===== src/rtl/cbm_pkg.sv =====
package cbm_pkg;

  typedef enum logic [1:0] {
    WK_NONE = 2'd0,
    WK_SEL  = 2'd1,
    WK_DATA = 2'd2
  } wr_kind_e;

  // Address key: bits 15..13 must be 3'b100, bit 0 picks the register
  function automatic wr_kind_e decode_kind(input logic en,
                                           input logic [2:0] top3,
                                           input logic lsb);
    if (!en || top3 != 3'b100) return WK_NONE;
    return lsb ? WK_DATA : WK_SEL;
  endfunction

  // Reset value of a character slot (0..5)
  function automatic logic [7:0] chr_reset_val(input int slot, input logic present);
    if (!present) return 8'd0;
    if (slot == 0) return 8'd0;
    if (slot == 1) return 8'd2;
    return 8'(slot + 2);
  endfunction

  // Slot whose bank lands in picture window 0
  function automatic logic [2:0] window0_slot(input logic swap);
    return swap ? 3'd2 : 3'd0;
  endfunction

endpackage


===== src/rtl/cbm_decode.sv =====
module cbm_decode
  import cbm_pkg::*;
#(
  parameter int ADDR_W = 16
) (
  input  logic              wr_en,
  input  logic [ADDR_W-1:0] wr_addr,
  output logic              sel_wr,
  output logic              data_wr
);
  wr_kind_e kind;
  logic     unused_addr;

  always_comb begin
    kind    = decode_kind(wr_en, wr_addr[ADDR_W-1:ADDR_W-3], wr_addr[0]);
    sel_wr  = (kind == WK_SEL);
    data_wr = (kind == WK_DATA);
  end

  assign unused_addr = ^wr_addr[ADDR_W-4:1];
endmodule


===== src/rtl/cbm_regfile.sv =====
module cbm_regfile
  import cbm_pkg::*;
#(
  parameter int BANK_W   = 8,
  parameter int CHR_REGS = 6
) (
  input  logic                           clk,
  input  logic                           rst_n,
  input  logic                           chr_rom_present,
  input  logic                           sel_wr,
  input  logic                           data_wr,
  input  logic                           mirror_upd,
  input  logic [BANK_W-1:0]              wr_data,
  output logic [BANK_W-1:0]              bank_sel,
  output logic [BANK_W-1:0]              prg_a,
  output logic [BANK_W-1:0]              prg_b,
  output logic [CHR_REGS-1:0][BANK_W-1:0] chr_slot,
  output logic                           mirror_hi
);
  localparam int SLOT_W = 3;

  logic [SLOT_W-1:0] target;
  assign target = bank_sel[SLOT_W-1:0];

  // select register and program banks
  always_ff @(posedge clk) begin
    if (!rst_n) begin
      bank_sel <= '0;
      prg_a    <= BANK_W'(0);
      prg_b    <= BANK_W'(1);
    end else begin
      if (sel_wr) bank_sel <= wr_data;
      if (data_wr && target == 3'd6) prg_a <= wr_data;
      if (data_wr && target == 3'd7) prg_b <= wr_data;
    end
  end

  // character slots, one register per slot
  for (genvar s = 0; s < CHR_REGS; s++) begin : g_chr
    logic [BANK_W-1:0] load_val;
    if (s < 2) begin : g_wide
      assign load_val = {wr_data[BANK_W-1:1], 1'b0};
    end else begin : g_narrow
      assign load_val = wr_data;
    end
    always_ff @(posedge clk) begin
      if (!rst_n)
        chr_slot[s] <= BANK_W'(chr_reset_val(s, chr_rom_present));
      else if (data_wr && chr_rom_present && target == SLOT_W'(s))
        chr_slot[s] <= load_val;
    end
  end

  // single-screen page
  always_ff @(posedge clk) begin
    if (!rst_n)          mirror_hi <= 1'b0;
    else if (mirror_upd) mirror_hi <= ~wr_data[BANK_W-1];
  end
endmodule


===== src/rtl/cbm_prg_map.sv =====
module cbm_prg_map #(
  parameter int PRG_BANKS = 32,
  parameter int BANK_W    = 8,
  parameter int WINDOWS   = 4
) (
  input  logic                          swap_low,
  input  logic [BANK_W-1:0]             prg_a,
  input  logic [BANK_W-1:0]             prg_b,
  output logic [WINDOWS-1:0][BANK_W-1:0] win
);
  localparam logic [BANK_W-1:0] LAST_BANK = BANK_W'(PRG_BANKS - 1);
  localparam logic [BANK_W-1:0] PREV_BANK = BANK_W'(PRG_BANKS - 2);

  function automatic logic [BANK_W-1:0] pick(input int w, input logic sw,
                                             input logic [BANK_W-1:0] a,
                                             input logic [BANK_W-1:0] b);
    case (w)
      0:       return sw ? PREV_BANK : a;
      1:       return b;
      2:       return sw ? a : PREV_BANK;
      default: return LAST_BANK;
    endcase
  endfunction

  for (genvar w = 0; w < WINDOWS; w++) begin : g_win
    assign win[w] = pick(w, swap_low, prg_a, prg_b);
  end
endmodule


===== src/rtl/cbm_chr_map.sv =====
module cbm_chr_map #(
  parameter int BANK_W   = 8,
  parameter int CHR_REGS = 6,
  parameter int WINDOWS  = 8
) (
  input  logic                            swap_half,
  input  logic [CHR_REGS-1:0][BANK_W-1:0] chr_slot,
  output logic [WINDOWS-1:0][BANK_W-1:0]  win
);
  localparam int HALF = WINDOWS / 2;

  // Bank seen by window w in the unswapped layout
  function automatic logic [BANK_W-1:0] plain(input int w,
                                              input logic [CHR_REGS-1:0][BANK_W-1:0] s);
    if (w < HALF) return s[w / 2] | BANK_W'(w % 2);
    return s[w - HALF + 2];
  endfunction

  for (genvar w = 0; w < WINDOWS; w++) begin : g_win
    localparam int WSW = (w + HALF) % WINDOWS;
    assign win[w] = swap_half ? plain(WSW, chr_slot) : plain(w, chr_slot);
  end
endmodule


===== src/rtl/cart_bank_mapper.sv =====
module cart_bank_mapper
  import cbm_pkg::*;
#(
  parameter int PRG_BANKS = 32,
  parameter int BANK_W    = 8,
  parameter int ADDR_W    = 16
) (
  input  logic                  clk,
  input  logic                  rst_n,
  input  logic                  chr_rom_present,
  input  logic                  wr_en,
  input  logic [ADDR_W-1:0]     wr_addr,
  input  logic [BANK_W-1:0]     wr_data,
  output logic [4*BANK_W-1:0]   prg_bank_o,
  output logic [8*BANK_W-1:0]   chr_bank_o,
  output logic                  mirror_hi_o
);
  localparam int PRG_WIN  = 4;
  localparam int CHR_WIN  = 8;
  localparam int CHR_REGS = 6;

  // named internal events
  logic                            sel_wr;
  logic                            data_wr;
  logic                            mirror_upd;
  logic [BANK_W-1:0]               bank_sel;
  logic [BANK_W-1:0]               prg_a, prg_b;
  logic [CHR_REGS-1:0][BANK_W-1:0] chr_slot;
  logic [PRG_WIN-1:0][BANK_W-1:0]  prg_win;
  logic [CHR_WIN-1:0][BANK_W-1:0]  chr_win;
  logic                            unused_sel;

  cbm_decode #(.ADDR_W(ADDR_W)) u_decode (
    .wr_en   (wr_en),
    .wr_addr (wr_addr),
    .sel_wr  (sel_wr),
    .data_wr (data_wr)
  );

  assign mirror_upd = data_wr && (bank_sel[2:0] == window0_slot(bank_sel[BANK_W-1]));
  assign unused_sel = ^bank_sel[5:3];

  cbm_regfile #(.BANK_W(BANK_W), .CHR_REGS(CHR_REGS)) u_regs (
    .clk             (clk),
    .rst_n           (rst_n),
    .chr_rom_present (chr_rom_present),
    .sel_wr          (sel_wr),
    .data_wr         (data_wr),
    .mirror_upd      (mirror_upd),
    .wr_data         (wr_data),
    .bank_sel        (bank_sel),
    .prg_a           (prg_a),
    .prg_b           (prg_b),
    .chr_slot        (chr_slot),
    .mirror_hi       (mirror_hi_o)
  );

  cbm_prg_map #(.PRG_BANKS(PRG_BANKS), .BANK_W(BANK_W), .WINDOWS(PRG_WIN)) u_prg (
    .swap_low (bank_sel[6]),
    .prg_a    (prg_a),
    .prg_b    (prg_b),
    .win      (prg_win)
  );

  cbm_chr_map #(.BANK_W(BANK_W), .CHR_REGS(CHR_REGS), .WINDOWS(CHR_WIN)) u_chr (
    .swap_half (bank_sel[BANK_W-1]),
    .chr_slot  (chr_slot),
    .win       (chr_win)
  );

  assign prg_bank_o = prg_win;
  assign chr_bank_o = chr_win;
endmodule


===== config.mk =====
export PLATFORM = sky130hd
export DESIGN_NAME = cart_bank_mapper
export DESIGN_NICKNAME = d
export VERILOG_FILES = /design/src/rtl/cbm_pkg.sv /design/src/rtl/cbm_decode.sv /design/src/rtl/cbm_regfile.sv /design/src/rtl/cbm_prg_map.sv /design/src/rtl/cbm_chr_map.sv /design/src/rtl/cart_bank_mapper.sv
export SDC_FILE = /design/constraint.sdc
export NUM_CORES = 1
export LEC_CHECK = 0
export CAP_MARGIN = 25
export CORE_MARGIN = 2
export CORE_UTILIZATION = 44
export CTS_CLUSTER_DIAMETER = 40
export DETAILED_ROUTE_END_ITERATION = 10
export GPL_TIMING_DRIVEN = 0
export MAX_ROUTING_LAYER = met4
export PLACE_DENSITY = 0.86
export SYNTH_ARGS = -nofsm -noshare
export SYNTH_HDL_FRONTEND = slang
export SYNTH_SLANG_ARGS = --single-unit

===== constraint.sdc =====
create_clock -name clk -period 2.45 [get_ports clk]
set_input_delay 0.49 -clock clk [delete_from_list [all_inputs] [get_ports clk]]
set_output_delay 0.49 -clock clk [all_outputs]
set_load 0.01 [all_outputs]

; Word level (Yosys, flattened, before mapping)
; Cells that the tools add are included.
[word_totals]
ff_bits = 73
in_bits = 28
out_inout_bits = 97
wordCells = 81
[classes]
n_eq_ne = 17
muxes = 40
bitwise = 1
n_reduce_logical = 13
[op_table]
columns = operator, n
row1 = 8-bit two-way mux, 29
row2 = 3-bit equality test (second input constant), 4
row3 = 2-bit by 1-bit != test with 1-bit output (second input constant), 6
row4 = 1-bit logical AND, 10
row5 = 2-bit two-way mux, 5
row6 = 3-bit by 2-bit equality test with 1-bit output (second input constant), 2
row7 = 1-bit two-way mux, 6
row8 = 3-bit by 1-bit equality test with 1-bit output (second input constant), 1
row9 = 3-bit by 2-bit equality test with 1-bit output, 1
row10 = 3-bit logical NOT, 1
row11 = 3-bit != test (second input constant), 1
row12 = 2-bit by 1-bit equality test with 1-bit output (second input constant), 1
row13 = 2-bit equality test (second input constant), 1
row14 = 1-bit logical NOT, 1
row15 = 1-bit logical OR, 1
row16 = 1-bit inverter, 1

; Depth between registers and ports, before layout
; Gate-level depths: netlist of the first run.
[logic_depth]
word_depth = 9
mapped_depth = 4
ltp_nobuf = 3

; Hierarchy
; A second synthesis of the first run with hierarchy kept.
[unflattened]
hier_cells = 276
hier_area_um2 = 3814.9
[by_module_without_submodules]
columns = mod, instances, cells_each, area_per_inst_um2, seq_area_each_um2
row1 = cbm_regfile, 1, 165, 2486.1, 1881.8
row2 = cbm_chr_map, 1, 71, 1033.5, 0.0
row3 = cbm_prg_map, 1, 35, 246.5, 0.0
row4 = cbm_decode, 1, 3, 25.0, 0.0
row5 = cart_bank_mapper, 1, 2, 23.8, 0.0

; Worst setup path after synthesis of the first run
; No wires, ideal clock.
[synth_timing]
path_type = input to register
from = input wr_addr[13]
to = register u_regs.chr_slot[16] in the netlist's numbering, enable pin
setup_ns = 0.387
t_arrival_ns = 1.737
required_ns = 2.063
setup_slack_ns = 0.326
stages = 4
path_buffers = 1
cell_sequence = and3b_1 -> clkbuf_1 -> nand2_1 -> o31ai_1
[synth_between]
elab_chain_cells = 8
[synth_rtl]
columns = item, line_no
row1 = from (decl), cart_bank_mapper.sv:12  ; input logic [ADDR_W-1:0] wr_addr,
row2 = 3-bit != test, cbm_pkg.sv:13  ; if (!en || top3 != 3'b100) return WK_NONE;
row3 = 1-bit logical OR, cbm_pkg.sv:13
row4 = 1-bit two-way mux, cbm_pkg.sv:13
row5 = 2-bit two-way mux, cbm_pkg.sv:14  ; return lsb ? WK_DATA : WK_SEL;
row6 = 2-bit equality test, cbm_decode.sv:17  ; data_wr = (kind == WK_DATA);
row7 = 1-bit logical AND (2 in series), cbm_regfile.sv:49  ; else if (data_wr && chr_rom_present && target == SLOT_W'(s))
row8 = 2-bit by 1-bit != test with 1-bit output (no source line), --
row9 = "to (signal, indexed assignment)", cbm_regfile.sv:48  ; chr_slot[s] <= BANK_W'(chr_reset_val(s, chr_rom_present));
row10 = "to (signal, indexed assignment)", cbm_regfile.sv:50  ; chr_slot[s] <= load_val;
row11 = to (decl), cbm_regfile.sv:17  ; output logic [CHR_REGS-1:0][BANK_W-1:0] chr_slot,
; Every way passes these cells.
; A chain may end at the register's enable or synchronous reset.

; Final worst setup path of the first run
[layout_timing]
from = input wr_en
to = register u_regs.chr_slot[20] in the netlist's numbering, enable pin
[layout_between]
elab_chain_cells = 8
[layout_rtl]
columns = item, line_no
row1 = from (decl), cart_bank_mapper.sv:11  ; input logic wr_en,
row2 = 1-bit logical NOT, cbm_pkg.sv:13
row3 = 1-bit logical OR, cbm_pkg.sv:13
row4 = 1-bit two-way mux, cbm_pkg.sv:13
row5 = 2-bit two-way mux, cbm_pkg.sv:14
row6 = 2-bit equality test, cbm_decode.sv:17
row7 = 1-bit logical AND (2 in series), cbm_regfile.sv:49
row8 = 2-bit by 1-bit != test with 1-bit output (no source line), --
; Every way passes these cells.

==> metrics, run 1 <==
worst reg2reg setup slack=0.48 ns; Chip Width=between 90 and 100 µm; Fmax achieved=395 MHz; Setup CP Type=in2reg; ANT nets after route=0; Routed WL=roughly 8800 µm; Die Y=90.6 µm; internal power=approximately 2.0 mW; GR Util met3=5.51%; TritonCTS Buffers=9; max cap viols=0; worst path cell trace=clkdlybuf4s50_1 > and3b_1 > clkbuf_1 > nand2_1 > o31ai_2; largest net degree at the start of global routing=12; min cycle time layout=2.53 ns; WP data arrival=2.51 ns; syn_area_per_cell=9.36 µm²; DRT Pass-1 Iters=5; RSZ-0062 raised after global routing=yes; via count=between 2000 and 3000; final RePlAce weighted congestion=a little under 0.9; die area=0.00822 mm²; final core occ=65.9%; Final Worst Setup Slack=-0.0838 ns; most common cell in the synthesized netlist=nand2_1; WP data required=2.43 ns; GR Layer Usage met2=38.7%; sw frac=24.5%; Post-synth top cells=100 x nand2_1, 46 x edfxtp_1, 38 x inv_1, 35 x o21ai_0; CTS clock-pin slew for the worst setup and hold paths=0.07 ns; number of DRC markers in iteration 0=175; grt ovf=0; Port Buffers=104; Hold Path Class=reg2reg; Slew @ Worst Pin=0.986 ns; Flop pwr share=about half; CP Launch Type=input port; critical path's slowest cell=o31ai_2; post-layout net count=505; hold buffer count at CTS=0; CTS tree=yes; failing checks=setup timing; top cells by area, synth=edfxtp_1 42%, dfxtp_1 13%, nand2_1 11%; Sink Count=68; clk_lat worst skew=roughly 0.35 ns; Initial Util=45.5%; Area Growth Syn to Fin=44.7%; Net Sw Power=0.654 mW; VDD IR-drop max=approximately 270 µV; Finished Layout Cells=581; Setup Skew=0.00486 ns; # DRC=0; mapped cell area=roughly 0.0033 mm²; post-synth top area cell=edfxtp_1; maximum buffer depth of the clock tree=2; first-pass GRT wire length=14100 µm; Overall Global Routing Usage=22.6%; Setup crit end kind=flop; vias in the first global route=~2900; I/O pins=roughly 130; wire per inst=15.1 µm; power per cell area=around 560 mW/mm²; Netlist cell types=29; met1 usage=between 20 and 30%; cell family with most CP delay=compound AO/OA/AOI/OAI gates; LEAKAGE=2.08 nW; fraction of registers with async set/reset=0%; Yosys reg bits=68; overall power=2.67 mW; DP Cell Count=565; hpwl dp=6580 µm; main flop type after synthesis=edfxtp_1; Clock Power Share=35.1%; final setup vio count=16; Worst Path Buf+Inv=2; CP max stage delay=0.85 ns; fraction of layout cells with a size suffix above 1=between 10% and 20%; Root Buffer=clkbuf_8; Comb pwr share=15.1%; sequential area share after synthesis=a little under three fifths; Post-Synthesis Cells=353; Final Max Tran Viols=0; hold_ws=0.474 ns; Post-synth EDFFs=46; Relative slew margins=33.9%; status=complete, but fails checks; row cnt=31; Vias per Instance=roughly 4.9; total number of yosys warnings=0; Crit Path Max Fanout=8; gr busiest metal=met2; Hold Vio Cnt, Final=0; initial antenna violation count=0; H-tree depth=3; period utilization=103%; # diodes=0; post-synth top area share=between 40% and 50%; Setup TNS=-1.27 ns; core area=0.00725 mm²
-- power by group through the flow --
stage / clock network (mW) / registers, mW / logic [mW]
after floorplan: 0 / 1.34 / 0.172
after global placement: 0 / 1.35 / 0.394
after detailed placement: 0 / 1.35 / 0.409
after CTS: 0.938 / 1.33 / 0.408
after global routing: 0.982 / 1.34 / 0.436
final: 0.937 / 1.33 / 0.404
-- tightest hold or removal path, cell delays in order (launching register included) --
cell and delay, ns:
dfxtp_1 0.31, nand2_1 0.06, mux2i_1 0.06
-- registers in the layout, summed over array words and instances, names as in the netlist --
register	cells
u_regs.chr_slot	46
u_regs.prg_a	8
u_regs.prg_b	8
u_regs.bank_sel	5
u_regs.mirror_hi	1
-- cell usage in the layout, fill, tap and decap left out, types with 6 or more instances in the layout --
cell             count
clkbuf_8            10
clkdlybuf4s50_1     94
buf_4               13
mux2i_1             17
o21ai_0             34
conb_1               8
or2_2                7
dfxtp_1             22
edfxtp_1            46
nand2b_1            22
nand2_1            100
dlymetal6s2s_1       7
and2_1               6
nor2b_1              8
clkbuf_1             8
inv_1               38
-- final cells by class --
class                           instances  area [µm²]
Buffer                                 25         155
Clock buffer                           13         191
Clock inverter                          3        15.0
Fill cell                             561        2470
Inverter                               38         143
Multi-Input combinational cell        228        1250
Sequential cell                        68        1820
Tap cell                               99         124
Timing Repair Buffer                  107        1070
-- stage by stage --
step	setup slack, ns	instance area, µm²
floorplan	0.326	3330
global placement	-0.822	4490
detailed placement	-0.464	4540
CTS	-0.0885	4750
global route	-0.211	4780
finish	-0.0838	4780
-- timing repair --
action,CTS,global route
endpoints found under the hold margin,0,0
gates resized for setup,13,20
buffers inserted,0,0
setup endpoints to repair,78,56
-- per-layer routing --
metal  share of wire, %  vias to the layer above
li1                   -                     1376
met2                 50                      131
met4                2.7                        0
met1                 39                     1297
met5                  0                        -
met3                7.9                       20
-- path summary, 6_finish.rpt --
path	startpoint	endpoint	cells past startpoint
worst min register to register	u_regs.mirror_hi	u_regs.mirror_hi	2
worst min-delay path	u_regs.mirror_hi	u_regs.mirror_hi	2
worst max-delay path	wr_en	u_regs.chr_slot[20]	5
worst max register to register	u_regs.bank_sel[2]	u_regs.chr_slot[20]	3
-- logic make-up after synthesis --
group / Yosys count / synth area share (%)
buffers and inverters: 63 / 8.30
AOI/OAI and AO/OA: 44 / 7.42
DFF: 68 / 55.2
other: 2 / 0.227
and+or+nand+nor: 158 / 23.5
xor gates and xnor gates: 1 / 0.265
muxes: 17 / 5.15
Note: power is estimated with default switching activity, not from simulation.
==> run 2, diff against run 1 <==
Settings changed: CORE_ASPECT_RATIO set to 1.5.
==> run 2 against run 1 <==
Compared with the run above:
- the run still ends with setup timing left
- wire length rose by 2.1%
- sequential share of layout area rose by 0.42 points
- via count rose by 4.9%
- clock power fell by 21%
- worst hold slack got worse by 0.012 ns
- cell count rose by 0.34%
- power fell by 6.9%
- global-route usage rose by 0.62 points
- final area fell by 1.1%
- largest cell class unchanged
==> metrics, run 2 (same netlist as run 1, synthesis figures left out) <==
Relative slew margins=30.5% (-3.3 points); maximum buffer depth of the clock tree=2 (unchanged); wire per inst=15.4 µm (+1.7%); vias in the first global route=2950 (+2.4%); largest net degree at the start of global routing=11 (-1); Hold Path Class=reg2reg; Metal-1 WL=3190 µm (-7.4%); Slew @ Worst Pin=1.04 ns (+0.0497 ns); Setup CP Type=in2reg; final core occ=65.0% (-0.92 points); Final Worst Setup Slack=-0.165 ns (-0.0816 ns); row cnt=38 (+23%); met2 wire length=4820 µm (+9.2%); top routing layer in use=met4; final instance area=0.00473 mm² (-1.1%); grt ovf=0 (unchanged); LEAKAGE=1.99 nW (-4.2%); Crit Path Max Fanout=8 (unchanged); Setup crit end kind=flop; post-layout net count=506 (+0.20%); Hold Vio Cnt, Final=0 (unchanged); fraction of layout cells with a size suffix above 1=9.94% (-0.44 points); via count=2961 (+4.9%); CP Launch Type=input port; Initial Util=45.4% (-0.13 points); Biggest register=u_regs.chr_slot; VDD IR-drop max=343 µV (+25%); die area=0.00823 mm² (+0.17%); Chip Width=74.7 µm (-18%); ANT nets after route=0 (unchanged); Fmax achieved=382 MHz (-3.1%); most common cell after layout, fill and taps aside=clkdlybuf4s50_1; Sink Count=68 (unchanged); failing checks=setup timing; most frequent cells in the layout=103 x clkdlybuf4s50_1, 100 x nand2_1, 46 x edfxtp_1; power per cell area=526 mW/mm² (-5.8%); TritonCTS Buffers=9 (unchanged); # fillers=589 (+5.0%); RSZ-0062 raised after global routing=yes; WP data required=2.40 ns (-0.03 ns); register area=0.00182 mm² (unchanged); Die Y=110 µm (+21%); DRT Pass-1 Iters=5 (unchanged); # diodes=0 (unchanged); clk_lat worst skew=0.33 ns (-0.02 ns); met3 wire length=628 µm (-9.9%); min cycle time layout=2.62 ns (+0.0816 ns); Worst Path Buf+Inv=2 (unchanged); max cap viols=0 (unchanged); critical path's slowest cell=o31ai_2; I/O pins=125 (unchanged); WP data arrival=2.56 ns (+0.05 ns); biggest regs=u_regs.chr_slot x46, u_regs.prg_a x8, u_regs.prg_b x8; Area Growth Syn to Fin=43.1%; CP max stage delay=0.89 ns (+0.04 ns); max FFs per register=46 (unchanged); Routed WL=8980 µm (+2.1%); multi-input logic area=0.00125 mm² (unchanged); number of DRC markers in iteration 0=246 (+41%); final setup vio count=16 (unchanged); Root Buffer=clkbuf_8; hpwl dp=6830 µm (+3.8%); Setup Skew=0.00982 ns (+0.00497 ns); CTS clock-pin slew for the worst setup and hold paths=0.07 ns (about the same); Area after DPL=0.00454 mm² (+0.19%); worst path cell trace=clkdlybuf4s50_1 > and3b_1 > clkbuf_1 > nand2_1 > o31ai_2; initial antenna violation count=0 (unchanged); Vias per Instance=5.08 (+4.5%); status=complete, but fails checks; CTS tree=yes; Overall Global Routing Usage=23.3% (+0.62 points); period utilization=107% (+3.3 points); Final Max Tran Viols=0 (unchanged); hold buffer count at CTS=0 (unchanged); cell family with most CP delay=compound AO/OA/AOI/OAI gates; overall power=2.49 mW (-6.9%); # DRC=0 (unchanged); setup bufs post-CTS=0 (unchanged); first-pass GRT wire length=13900 µm (-1.4%); final RePlAce weighted congestion=0.903 (+3.2%); H-tree depth=3 (unchanged); core area=0.00727 mm² (+0.29%); Port Buffers=104 (unchanged)
## run 2: through the flow
step / setup TNS [ns] / hold WS (ns) / instances / setup slack [ns]
after global placement: -32.97 / 0.442 / 563 / -0.809
after global routing: -2.68 / 0.478 / 583 / -0.179
final: -2.26 / 0.462 / 583 / -0.165
after CTS: -1.62 / 0.465 / 583 / -0.124
after floorplan: 0 / 0.441 / 359 / 0.326
after detailed placement: -11.10 / 0.447 / 567 / -0.481
## run 2: per-layer routing
metal / vias to the layer above / track usage (%)
met5: - / -
met4: 0 / 12.6
met3: 34 / 3.82
met2: 169 / 41.3
met1: 1379 / 24.0
li1: 1379 / -
## run 2: worst min-delay path, stage by stage (launching register included)
cell     delay, ns
dfxtp_1       0.31
nand2_1       0.05
mux2i_1       0.05
## run 2: path summary, 6_finish.rpt
kind / from / endpoint / slack, ns / cells past startpoint
worst max-delay path: wr_en / u_regs.chr_slot[31] / -0.17 / 5
worst min-delay path: u_regs.prg_b[1] / u_regs.prg_b[1] / 0.46 / 2
worst max register to register: u_regs.bank_sel[2] / u_regs.chr_slot[31] / 0.45 / 3
worst min register to register: u_regs.prg_b[1] / u_regs.prg_b[1] / 0.46 / 2
## run 2: layout make-up
type	count	area share (%)
Sequential cell	68	38.5
Clock buffer	13	2.94
Buffer	25	3.44
Multi-Input combinational cell	228	26.5
Tap cell	100	2.65
Timing Repair Buffer	108	22.6
Inverter	38	3.02
Clock inverter	3	0.291
## run 2: repair_timing
| item | in CTS | in global routing |
|---|---|---|
| setup endpoints to repair | 71 | 73 |
| resized for setup | 12 | 16 |
| cloned | 0 | 0 |
| hold endpoints to repair | 0 | 0 |
## run 2: power breakdown
group          switching [mW]  internal (mW)
clock                   0.379          0.362
combinational           0.204          0.211
sequential             0.0326           1.30
==> run 3, diff against run 2 <==
Settings changed: CORE_ASPECT_RATIO 1.5 to not set.
==> results of run 3 <==
Same layout as run 1: the final DEF is identical, and so are final timing and power.
